File: src/rtl/bytecnt_pkg.sv
// Shared types for the byte-accessed counter channel.
package bytecnt_pkg;
    // Access format held from the last program command; 00 is the latch command.
    typedef enum logic [1:0] {
        ACC_LATCH = 2'b00,
        ACC_LO    = 2'b01,
        ACC_HI    = 2'b10,
        ACC_LOHI  = 2'b11
    } acc_e;

    // Bit position of the BCD select inside a command byte.
    localparam int CMD_BCD_BIT = 2;
    // First reserved bit of a command byte; this and higher bits must be zero.
    localparam int CMD_RSV_LSB = 3;
endpackage

File: src/rtl/bytecnt_host_if.sv
// Bus side of the channel: decodes command bytes, keeps the access format,
// the number system, the holding register and both byte pointers.
// Assumes at most one of wr_stb / rd_stb per cycle and a bus at least 4 bits wide.
module bytecnt_host_if #(
    parameter int CNT_W = 16
) (
    input  logic                     clk,
    input  logic                     rst_n,
    input  logic                     tick,
    input  logic                     wr_stb,
    input  logic                     rd_stb,
    input  logic                     reg_sel,
    input  logic [CNT_W/2-1:0]       wdata,
    output bytecnt_pkg::acc_e        acc_q,
    output logic                     bcd_q,
    output logic [CNT_W-1:0]         cr_q,
    output logic                     load_pend,
    output logic                     prog,
    output logic                     latch_cmd,
    output logic                     rd_done,
    output logic                     wptr_q,
    output logic                     rptr_q
);
    import bytecnt_pkg::*;

    localparam int BYTE_W = CNT_W / 2;

    logic cmd_wr;
    logic cmd_ok;
    logic data_wr;
    logic data_rd;
    logic last_wr;

    // Decode strobes into command, count-write and count-read events.
    always_comb begin
        cmd_wr    = wr_stb && reg_sel;
        cmd_ok    = cmd_wr && (wdata[BYTE_W-1:CMD_RSV_LSB] == '0);
        prog      = cmd_ok && (wdata[1:0] != ACC_LATCH);
        latch_cmd = cmd_ok && (wdata[1:0] == ACC_LATCH);
        data_wr   = wr_stb && !reg_sel;
        data_rd   = rd_stb && !reg_sel;
        last_wr   = data_wr && ((acc_q != ACC_LOHI) || wptr_q);
        rd_done   = data_rd && ((acc_q != ACC_LOHI) || rptr_q);
    end

    // Format and number system, replaced only by a program command.
    always_ff @(posedge clk) begin
        if (!rst_n) begin
            acc_q <= ACC_LOHI;
            bcd_q <= 1'b0;
        end else if (prog) begin
            acc_q <= acc_e'(wdata[1:0]);
            bcd_q <= wdata[CMD_BCD_BIT];
        end
    end

    // Holding register: cleared on programming, filled one byte per write.
    always_ff @(posedge clk) begin
        if (!rst_n) begin
            cr_q <= '0;
        end else if (prog) begin
            cr_q <= '0;
        end else if (data_wr) begin
            if ((acc_q == ACC_HI) || ((acc_q == ACC_LOHI) && wptr_q))
                cr_q[CNT_W-1:BYTE_W] <= wdata;
            else
                cr_q[BYTE_W-1:0] <= wdata;
        end
    end

    // Write byte pointer, toggling only in two-byte format.
    always_ff @(posedge clk) begin
        if (!rst_n || prog)
            wptr_q <= 1'b0;
        else if (data_wr && (acc_q == ACC_LOHI))
            wptr_q <= !wptr_q;
    end

    // Read byte pointer, toggling only in two-byte format.
    always_ff @(posedge clk) begin
        if (!rst_n || prog)
            rptr_q <= 1'b0;
        else if (data_rd && (acc_q == ACC_LOHI))
            rptr_q <= !rptr_q;
    end

    // Pending transfer: set by the final byte, consumed by the next tick.
    always_ff @(posedge clk) begin
        if (!rst_n || prog)
            load_pend <= 1'b0;
        else if (last_wr)
            load_pend <= 1'b1;
        else if (tick)
            load_pend <= 1'b0;
    end
endmodule

File: src/rtl/bytecnt_count_elem.sv
// Counting element: presettable synchronous down counter, binary or BCD.
// Assumes CNT_W is a multiple of 4; BCD mode treats each nibble as a decade.
module bytecnt_count_elem #(
    parameter int CNT_W = 16
) (
    input  logic             clk,
    input  logic             rst_n,
    input  logic             tick,
    input  logic             load_pend,
    input  logic             prog,
    input  logic             bcd,
    input  logic [CNT_W-1:0] cr,
    output logic [CNT_W-1:0] ce_q,
    output logic             armed_q
);
    localparam int             DIGITS = CNT_W / 4;
    localparam logic [CNT_W-1:0] ONE  = {{(CNT_W-1){1'b0}}, 1'b1};

    logic [CNT_W-1:0]  bin_next;
    logic [CNT_W-1:0]  bcd_next;
    logic [DIGITS-1:0] borrow;
    logic              load;

    assign load     = tick && load_pend && !prog;
    assign bin_next = ce_q - ONE;
    assign borrow[0] = 1'b1;

    // One decade per nibble; a borrow ripples upward through zero digits.
    for (genvar g = 0; g < DIGITS; g++) begin : g_dec
        logic [3:0] dig;
        assign dig = ce_q[4*g +: 4];
        assign bcd_next[4*g +: 4] = borrow[g] ? ((dig == 4'd0) ? 4'd9 : dig - 4'd1) : dig;
        if (g < DIGITS - 1) begin : g_chain
            assign borrow[g+1] = borrow[g] && (dig == 4'd0);
        end
    end

    // Counting is enabled by the first transfer and stopped by programming.
    always_ff @(posedge clk) begin
        if (!rst_n || prog)
            armed_q <= 1'b0;
        else if (load)
            armed_q <= 1'b1;
    end

    // Count register: transfer has priority over decrement.
    always_ff @(posedge clk) begin
        if (!rst_n)
            ce_q <= '0;
        else if (load)
            ce_q <= cr;
        else if (tick && armed_q && !prog)
            ce_q <= bcd ? bcd_next : bin_next;
    end
endmodule

File: src/rtl/bytecnt_out_latch.sv
// Output view: follows the count, or holds a snapshot after a latch command
// until that snapshot has been read out in the current format.
module bytecnt_out_latch #(
    parameter int CNT_W = 16
) (
    input  logic               clk,
    input  logic               rst_n,
    input  logic [CNT_W-1:0]   ce,
    input  logic               latch_cmd,
    input  logic               rd_done,
    input  logic               prog,
    input  logic               rptr,
    input  logic               reg_sel,
    input  bytecnt_pkg::acc_e  acc,
    output logic [CNT_W-1:0]   hold_q,
    output logic               latched_q,
    output logic [CNT_W/2-1:0] rdata
);
    import bytecnt_pkg::*;

    localparam int BYTE_W = CNT_W / 2;

    logic [CNT_W-1:0] view;
    logic             pick_hi;

    // Snapshot state: program clears, complete read releases, latch captures once.
    always_ff @(posedge clk) begin
        if (!rst_n || prog) begin
            latched_q <= 1'b0;
            hold_q    <= '0;
        end else if (latched_q && rd_done) begin
            latched_q <= 1'b0;
        end else if (latch_cmd && !latched_q) begin
            latched_q <= 1'b1;
            hold_q    <= ce;
        end
    end

    // Byte selection by format and read pointer; command reads return zero.
    always_comb begin
        view    = latched_q ? hold_q : ce;
        pick_hi = (acc == ACC_HI) || ((acc == ACC_LOHI) && rptr);
        if (reg_sel)
            rdata = '0;
        else if (pick_hi)
            rdata = view[CNT_W-1:BYTE_W];
        else
            rdata = view[BYTE_W-1:0];
    end
endmodule

File: src/rtl/bytecnt_channel.sv
// Top of the byte-accessed down counter channel: bus decode, counting
// element and output view. Assumes a single clock and tick as an enable.
module bytecnt_channel #(
    parameter int CNT_W = 16
) (
    input  logic               clk,
    input  logic               rst_n,
    input  logic               tick,
    input  logic               wr_stb,
    input  logic               rd_stb,
    input  logic               reg_sel,
    input  logic [CNT_W/2-1:0] wdata,
    output logic [CNT_W/2-1:0] rdata
);
    bytecnt_pkg::acc_e acc_q;
    logic             bcd_q;
    logic [CNT_W-1:0] cr_q;
    logic [CNT_W-1:0] ce_q;
    logic [CNT_W-1:0] hold_q;
    logic             load_pend;
    logic             prog;
    logic             latch_cmd;
    logic             rd_done;
    logic             wptr_q;
    logic             rptr_q;
    logic             armed_q;
    logic             latched_q;

    bytecnt_host_if #(.CNT_W(CNT_W)) u_host (
        .clk       (clk),
        .rst_n     (rst_n),
        .tick      (tick),
        .wr_stb    (wr_stb),
        .rd_stb    (rd_stb),
        .reg_sel   (reg_sel),
        .wdata     (wdata),
        .acc_q     (acc_q),
        .bcd_q     (bcd_q),
        .cr_q      (cr_q),
        .load_pend (load_pend),
        .prog      (prog),
        .latch_cmd (latch_cmd),
        .rd_done   (rd_done),
        .wptr_q    (wptr_q),
        .rptr_q    (rptr_q)
    );

    bytecnt_count_elem #(.CNT_W(CNT_W)) u_ce (
        .clk       (clk),
        .rst_n     (rst_n),
        .tick      (tick),
        .load_pend (load_pend),
        .prog      (prog),
        .bcd       (bcd_q),
        .cr        (cr_q),
        .ce_q      (ce_q),
        .armed_q   (armed_q)
    );

    bytecnt_out_latch #(.CNT_W(CNT_W)) u_ol (
        .clk       (clk),
        .rst_n     (rst_n),
        .ce        (ce_q),
        .latch_cmd (latch_cmd),
        .rd_done   (rd_done),
        .prog      (prog),
        .rptr      (rptr_q),
        .reg_sel   (reg_sel),
        .acc       (acc_q),
        .hold_q    (hold_q),
        .latched_q (latched_q),
        .rdata     (rdata)
    );
endmodule

File: config.mk
export PLATFORM = sky130hd
export DESIGN_NAME = bytecnt_channel
export DESIGN_NICKNAME = d
export VERILOG_FILES = /design/src/rtl/bytecnt_pkg.sv /design/src/rtl/bytecnt_host_if.sv /design/src/rtl/bytecnt_count_elem.sv /design/src/rtl/bytecnt_out_latch.sv /design/src/rtl/bytecnt_channel.sv
export SDC_FILE = /design/constraint.sdc
export NUM_CORES = 1
export LEC_CHECK = 0
export BUFFER_PORTS_ARGS = -buffer_cell sky130_fd_sc_hd__buf_2
export CORE_ASPECT_RATIO = 1.75
export CORE_MARGIN = 2
export CORE_UTILIZATION = 50
export DETAILED_ROUTE_END_ITERATION = 16
export PLACE_DENSITY = 0.68
export SKIP_LAST_GASP = 1
export SLEW_MARGIN = 20
export SYNTH_ARGS = -nofsm -noshare
export SYNTH_HDL_FRONTEND = slang
export SYNTH_SLANG_ARGS = --single-unit
File: constraint.sdc
create_clock -name clk -period 3.45 [get_ports clk]
set_input_delay 0.69 -clock clk [delete_from_list [all_inputs] [get_ports clk]]
set_output_delay 0.69 -clock clk [all_outputs]
set_load 0.03 [all_outputs]
==> flow_summary.yaml, run 1 <==
outcome:
  status: "finished clean"
cells_and_area:
  final_common_cell: "dfxtp_1"
  antennaDiodeCount: 0
  syn2layout_area_growth_pct: 7.68
  finalNetCount: 372
  final_layout_size_suffix_gt1_share_pct: 16.5
  fill_cells: 582
  mostFrequentLayoutCells: "dfxtp_1, nand2_1, a21oi_1"
timing:
  finalSetupTns_ns: 0
  maxSlewViolCount: 0
  slew_headroom_pct: 39.1
  tightest_slew_ns: 0.907
  post-route-period-util_pct: 82.6
  finalSetupViolations: 0
  hold_violations: 0
  fin_crit_ns: 2.85
  clock.fmax_mhz: 351
  skew_ns: 0.00747
  rsz0062_at_grt: "false"
detailed_routing:
  drt_iter0_drc: 115
  finalWirelength_um: 7140
  drtAntennaViolNets: 0
  dr.pass1.iters: 4
  num_vias: 2583
  drc: 0
  wl_per_cell_um: 16.4
  viasPerCell: 5.94
yosys:
  synth-async-reset-ratio_pct: 0
  syn_area_um2: 3050
  synth_ff_type: "dfxtp_1"
  netlist_instances: 348
  avgSynthCellArea_um2: 8.75
  synth-seq-cells: 56
  synth_edf_count: 0
  ys_seq_area_share_pct: 36.8
  syn-num-nets: 364
  ys.warnings.count: 0
  synth.distinct_cells: 61
  synth.area.top_cells: "dfxtp_1, nand2_1, mux2i_1"
  synth_top_area_share_pct: 36.8
  synth_largest_area_cell: "dfxtp_1"
setup_path:
  worstPathMaxFanout: 8
  worstPathArrival_ns: 2.16
  cpMaxStageDelayCell: "mux4_1"
  r2r_start: "u_ce.ce_q[0]"
  required_ns: 2.76
  worstSetupPathType: "reg -> out"
  cpLargestDelayFamily: "multiplexers"
  cp-startpoint: "u_host.acc_q[0]"
  slowest_delay_ns: 0.60
  crit_path_end_kind: "output pin"
  start_kind: "register"
  crit_chain: "inv_1, o21ai_2, mux4_1, nor2b_1, buf_2"
  path_buf_inv: 2
clocking:
  cts-resized-gates: 0
  cts-root-buf: "clkbuf_8"
  postCtsSetupRepairBufs: 0
  htree_levels: 2
  clock-sinks: 56
  cts_made_buffers: 5
  cts_tree: "done"
  clk_latency_ns: 0.32
  path_clk_slew_ns: 0.10
  cts_hold_buf: 0
  cts.path.max_buffers: 2
power:
  peakVddDrop_v: 0.000308
  power_per_cell_area_nw_per_um2: 406
  p_leak_nw: 1.26
  total_power_w: 0.00133
die:
  fp.dieH_um: 107
  dieArea_um2: 6760
  core_um2: 5880
  num_rows: 37
  ios: 22
  start_util_pct: 51.8
  die_w_um: 63.0
placed_design:
  dp_hpwl_um: 5210
  io_buffers: 21
  place.gp.congestion: 0.862
grt:
  grt_util_all_layers_pct: 22.4
  grt_max_degree: 28
  grt_pass1_wl_um: 11800
  grt_pass1_vias: 2462
  antenna_found_initial: 0
  grt-ovfl-total: 0
hold_path:
  hp-start: "u_ol.hold_q[10]"
  min_path_type: "reg -> reg"
flow_run:
  max_cap_violations: 0
[flip-flops by register name, summed over array words and instances, names as in the netlist]
signal            flops
u_host.bcd_q          1
u_ce.armed_q          1
u_ce.ce_q            16
u_host.rptr_q         1
u_ol.hold_q          16
u_host.acc_q          2
u_ol.latched_q        1
u_host.cr_q          16
u_host.wptr_q         1
u_host.load_pend      1
[metrics by stage]
step	util (%)	hold WS (ns)	cells	setup WS [ns]	instance area (µm²)
global route	55.8	0.483	435	0.416	3280
global placement	53.7	0.439	427	0.960	3160
CTS	55.8	0.462	435	0.578	3280
detailed placement	53.7	0.448	427	0.944	3160
floorplan	-	0.432	348	1.18	3050
finish	55.8	0.462	435	0.599	3280
[layout make-up]
cell class	count	area (µm²)	area share (%)
clock buffers	6	82.6	2.52
clock inverters	2	38.8	1.18
inverters	6	22.5	0.686
multi-input cells	262	1780	54.3
flip-flops and latches	56	1120	34.2
well taps	78	97.6	2.97
repair buffers	25	135	4.12
[synthesized netlist by cell type (all sizes together) (2+ instances only)]
master,n
nor3b,4
a31oi,5
o211ai,4
a21o,2
nor3,6
xnor2,2
a31o,3
ha,2
dfxtp,56
o21a,2
nand3,7
o2111ai,3
a22oi,3
or3,3
o32ai,3
a21boi,2
o21ai,16
buf,12
inv,6
o31a,2
nor2,30
and2,2
a32o,2
nor4,7
mux2i,19
nor2b,14
a21oi,35
mux4,8
nand2,53
o31ai,3
a211oi,4
clkbuf,12
[cell families (layout without fill, tap and decap cells)]
family | Yosys count | in the layout | synth area share, %
simple gates | 132 | 132 | 22.8
xor+xnor | 2 | 2 | 0.575
compound gates | 99 | 99 | 22.1
mux | 27 | 27 | 12.3
flops | 56 | 56 | 36.8
buf+inv | 30 | 39 | 4.68
fa+ha+maj | 2 | 2 | 0.821
[layer usage]
| metal | vias up | wire [µm] | part of all wire [%] | track usage (%) |
|---|---|---|---|---|
| met3 | 23 | 265 | 3.7 | 3.77 |
| met2 | 64 | 3660 | 51 | 38.1 |
| met4 | 0 | 257 | 3.6 | 13.7 |
| met5 | - | 0 | 0 | 0 |
| met1 | 1213 | 2960 | 41 | 26.0 |
| li1 | 1283 | - | - | - |
[worst min-delay path, delay by kind of cell, from the launching register on]
| family | cells | cell delay, ns |
|---|---|---|
| flops | 1 | 0.32 |
| simple gates | 1 | 0.05 |
| compound gates | 1 | 0.05 |
[where the power goes]
group | leakage [nW] | internal [W] | switching, W
registers | 0.453 | 0.000661 | 0.0000202
logic | 0.747 | 0.0000843 | 0.000108
clock network | 0.0614 | 0.000238 | 0.000221
[worst paths after layout]
| kind | endpoint | slack (ns) | depth (start not counted) |
|---|---|---|---|
| worst max register to register | u_ce.ce_q[14] | 1.32 | 7 |
| worst min register to register | u_ol.hold_q[10] | 0.46 | 2 |
| worst max-delay path | rdata[4] | 0.60 | 5 |
| worst min-delay path | u_ol.hold_q[10] | 0.46 | 2 |
Note: power is estimated with default switching activity, not from simulation.
==> inputs of run 2 (changes only) <==
PLACE_DENSITY = 0.71   (was 0.68)
clock period = 2.6 ns   (was 3.45 ns; I/O delays follow)
==> flow_summary.yaml, run 2 (synthesis gave the netlist of run 1 again) <==
die:
  dieArea_um2: 6760
  fp.dieH_um: 107
  ios: 22
  die_w_um: 63.0
  num_rows: 37
  core_um2: 5880
  start_util_pct: 51.8
power:
  power_per_cell_area_nw_per_um2: 535
  p_leak_nw: 1.31
  p_clk_share_pct: 35.0
  internal_power_w: 0.00134
  peakVddDrop_v: 0.000576
  switching_share_pct: 25.8
  p_sw_w: 0.000464
  combPwrFrac_pct: 14.9
  pwr-share-seq_pct: 50.1
timing:
  hold_violations: 0
  clock.fmax_mhz: 395
  finalSetupTns_ns: 0
  maxSlewViolCount: 0
  post-route-period-util_pct: 97.3
  rsz0062_at_grt: "false"
  fin_crit_ns: 2.53
  tightest_slew_ns: 0.909
  finalSetupViolations: 0
  slew_headroom_pct: 39.3
  skew_ns: 0.00840
setup_path:
  r2r_slack_ns: 0.49
  worstSetupPathType: "reg -> out"
  required_ns: 2.08
  start_kind: "register"
  worstPathArrival_ns: 2.01
  worstPathMaxFanout: 11
  crit_path_end_kind: "output pin"
  r2r_cells: 7
  regToRegEndpoint: "u_ce.ce_q[14]"
  r2r_start: "u_ce.ce_q[1]"
grt:
  antenna_found_initial: 0
  grt-ovfl-total: 0
  grt_max_degree: 38
  grt_pass1_wl_um: 12300
  grt_pass1_vias: 2556
  grt_util_all_layers_pct: 22.8
cells_and_area:
  post-route-util_pct: 57.2
  fill_cells: 552
  multiInputGateArea_um2: 1790
  biggestRegsByFlops: "u_ce.ce_q x16, u_host.cr_q x16, u_ol.hold_q x16"
  finalNetCount: 380
  syn2layout_area_growth_pct: 10.5
  final_common_cell: "dfxtp_1"
  fin_cells: 443
  regArea_um2: 1120
  mostFrequentLayoutCells: "dfxtp_1, nand2_1, a21oi_1"
  antennaDiodeCount: 0
  final_layout_size_suffix_gt1_share_pct: 18.4
placed_design:
  place.gp.congestion: 0.868
  dp_hpwl_um: 5420
  io_buffers: 21
  dp_cells: 435
clocking:
  cts_tree: "done"
  cts_made_buffers: 5
  clock-sinks: 56
  clk_latency_ns: 0.32
  cts-root-buf: "clkbuf_8"
  postCtsSetupRepairBufs: 0
  cts-resized-gates: 0
  cts_hold_buf: 0
  htree_levels: 2
  path_clk_slew_ns: 0.10
  cts.path.max_buffers: 2
hold_path:
  min_path_type: "reg -> reg"
  hp-start: "u_ol.hold_q[12]"
  hold_end: "u_ol.hold_q[12]"
  hold_depth: 2
detailed_routing:
  drt_iter0_drc: 168
  drtAntennaViolNets: 0
  num_vias: 2614
  finalWirelength_um: 7390
  wl_per_cell_um: 16.7
  dr.pass1.iters: 4
  drc: 0
  viasPerCell: 5.90
flow_run:
  max_cap_violations: 0
outcome:
  status: "finished clean"
## run 2: worst max path at each step
stage | startpoint | to | cells past startpoint
3_3_place_gp | u_host.acc_q[0] | rdata[4] | 5
6_report | u_ol.latched_q | rdata[0] | 3
3_5_place_dp | reg_sel | u_ce.ce_q[7] | 6
2_1_floorplan | u_host.acc_q[0] | rdata[4] | 4
4_1_cts | u_host.acc_q[0] | rdata[4] | 5
5_1_grt | u_host.acc_q[0] | rdata[4] | 5
## run 2: stage by stage
step	total power (W)	setup slack, ns	hold slack [ns]	cell area (µm²)
5_1_grt	0.00186	0.00793	0.486	3370
3_3_place_gp	0.00118	0.393	0.438	3230
3_5_place_dp	0.00118	0.377	0.447	3230
6_report	0.00180	0.0690	0.460	3370
2_1_floorplan	0.00111	0.500	0.432	3050
4_1_cts	0.00180	0.0308	0.461	3360
## run 2: metal layers
layer,up-vias,track usage (%),part of all wire [%]
met5,-,0,0
met4,0,9.37,2.3
met3,17,3.03,3.7
met1,1237,26.5,42
li1,1292,-,-
met2,68,41.5,52
## run 2: power groups by stage
stage	Combinational (W)	Sequential (W)	Clock [W]
detailed placement	0.000264	0.000921	0
finish	0.000268	0.000902	0.000630
CTS	0.000266	0.000901	0.000633
floorplan	0.000204	0.000910	0
global route	0.000297	0.000905	0.000654
global placement	0.000259	0.000920	0
## run 2: layout make-up
type / instances / share of cell area (%)
Multi-Input combinational cell: 262 / 53.2
Inverter: 6 / 0.669
Clock inverter: 1 / 0.892
Tap cell: 78 / 2.90
Sequential cell: 56 / 33.3
Timing Repair Buffer: 33 / 6.17
Clock buffer: 7 / 2.86
## run 2: critical path, stage by stage, from the launching register on
cell and delay, ns:
dfxtp_1 0.79, mux4_2 0.57, nor2b_1 0.14, buf_2 0.18
==> inputs of run 3 (changes only) <==
==> constraint.sdc (replaced) <==
create_clock -name clk -period 2.6 [get_ports clk]
set_input_delay 0.52 -clock clk [delete_from_list [all_inputs] [get_ports clk]]
set_output_delay 0.52 -clock clk [all_outputs]
set_load 0.05 [all_outputs]
==> flow_summary.yaml, run 3 (synthesis gave the netlist of run 1 again) <==
cells_and_area:
  syn2layout_area_growth_pct: 8.83
  finalNetCount: 380
  regArea_um2: 1120
  fill_cells: 563
  final_layout_size_suffix_gt1_share_pct: 18.6
  multiInputGateArea_um2: 1790
  final_common_cell: "dfxtp_1"
  antennaDiodeCount: 0
  biggestRegsByFlops: "u_ce.ce_q x16, u_host.cr_q x16, u_ol.hold_q x16"
  mostFrequentLayoutCells: "dfxtp_1, nand2_1, a21oi_1"
setup_path:
  start_kind: "register"
  path_buf_inv: 2
  worstSetupPathType: "reg -> out"
  regToRegEndpoint: "u_ce.ce_q[14]"
  crit_path_end: "rdata[4]"
  r2r_start: "u_ce.ce_q[0]"
  crit_path_end_kind: "output pin"
  cpLargestDelayFamily: "multiplexers"
  r2r_cells: 7
  worstPathArrival_ns: 1.93
  slowest_delay_ns: 0.57
  crit_cells: 5
  cp-startpoint: "u_host.acc_q[0]"
  worstPathMaxFanout: 5
  required_ns: 2.08
  crit_chain: "inv_1, o21ai_4, mux4_1, nor2b_1, buf_2"
  cpMaxStageDelayCell: "mux4_1"
  r2r_slack_ns: 0.49
clocking:
  path_clk_slew_ns: 0.10
  postCtsSetupRepairBufs: 0
  cts.path.max_buffers: 2
  htree_levels: 2
  cts_tree: "done"
  cts-root-buf: "clkbuf_8"
  clock-sinks: 56
  clk_latency_ns: 0.33
  cts_made_buffers: 5
die:
  num_rows: 37
  dieArea_um2: 6760
  start_util_pct: 51.8
  core_um2: 5880
  fp.dieH_um: 107
  die_w_um: 63.0
  ios: 22
grt:
  grt_util_all_layers_pct: 23.4
  grt_max_degree: 24
  antenna_found_initial: 0
  grt_pass1_wl_um: 12300
  grt_pass1_vias: 2631
  grt-ovfl-total: 0
timing:
  slew_headroom_pct: 59.9
  fin_crit_ns: 2.45
  rsz0062_at_grt: "false"
  maxSlewViolCount: 0
  post-route-period-util_pct: 94.3
  finalSetupTns_ns: 0
  skew_ns: 0.00677
  tightest_slew_ns: 0.598
  hold_violations: 0
  timing.hold.ws_ns: 0.459
  clock.fmax_mhz: 408
  finalSetupViolations: 0
detailed_routing:
  drtAntennaViolNets: 0
  num_vias: 2638
  drc: 0
  dr.pass1.iters: 4
  finalWirelength_um: 7340
  drt_iter0_drc: 173
  wl_per_cell_um: 16.6
  viasPerCell: 5.95
placed_design:
  dp_hpwl_um: 5530
  place.gp.congestion: 0.872
  io_buffers: 21
power:
  internal_power_w: 0.00118
  total_power_w: 0.00165
  p_leak_nw: 1.29
  switching_share_pct: 28.2
  peakVddDrop_v: 0.000442
  p_sw_w: 0.000465
  combPwrFrac_pct: 16.2
  pwr-share-seq_pct: 54.8
  p_clk_share_pct: 29.0
  power_per_cell_area_nw_per_um2: 497
outcome:
  status: "finished clean"
flow_run:
  max_cap_violations: 0
hold_path:
  min_path_type: "reg -> reg"
[run 3: cell count changes in the layout (fill, tap and decap cells not counted), sizes merged]
cell	before	now
bufinv	1	0
clkbuf	7	5
clkinv	0	3
[run 3: layout make-up]
type,instances,share of cell area (%)
multi-input combinational,262,54.0
sequential,56,33.8
timing repair buffer,33,5.89
tap,78,2.94
clock buffer,5,2.08
inverter,6,0.679
clock inverter,3,0.566
[run 3: worst min-delay path by stage]
stage,start,slack [ns],to,cells after the start
3_3_place_gp,u_ol.hold_q[13],0.44,u_ol.hold_q[13],2
4_1_cts,wdata[2],0.46,u_host.cr_q[10],3
6_report,u_ol.hold_q[12],0.46,u_ol.hold_q[12],2
3_5_place_dp,u_ol.hold_q[2],0.45,u_ol.hold_q[2],2
2_1_floorplan,u_ol.hold_q[12],0.43,u_ol.hold_q[12],2
5_1_grt,u_ol.hold_q[12],0.48,u_ol.hold_q[12],2
[run 3: power by group through the flow]
stage	logic [W]	clock network (W)	registers, W
final	0.000267	0.000478	0.000903
after global routing	0.000295	0.000519	0.000907
after CTS	0.000265	0.000495	0.000903
after detailed placement	0.000264	0	0.000922
after global placement	0.000258	0	0.000921
after floorplan	0.000207	0	0.000910
[run 3: repair_timing]
| item | in CTS | in global routing |
|---|---|---|
| endpoints found under the hold margin | 0 | 0 |
| resized for setup | 1 | 1 |
| hold buffers | 0 | 0 |
| pin swaps | 0 | 1 |
| endpoints found under the setup margin | 1 | 2 |
[run 3: tightest hold or removal path, stage by stage (launching register included)]
cell and delay, ns:
dfxtp_1 0.32, nand2_1 0.05, a21oi_1 0.05
[run 3: routing by layer]
metal  GRT usage, %  vias up  wire [µm]
li1               -     1294          -
met5              0        -          0
met2           43.3       66       3910
met1           25.3     1266       2980
met3           3.77       12        268
met4           11.6        0        178
[run 3: metrics by stage]
stage          setup WS [ns]  area, µm²  utilization (%)  instances
6_report               0.148       3320             56.4        443
4_1_cts               0.0467       3310             56.4        443
2_1_floorplan          0.303       3050                -        348
5_1_grt               0.0465       3320             56.4        443
3_5_place_dp           0.334       3220             54.8        435
3_3_place_gp           0.356       3220             54.8        435
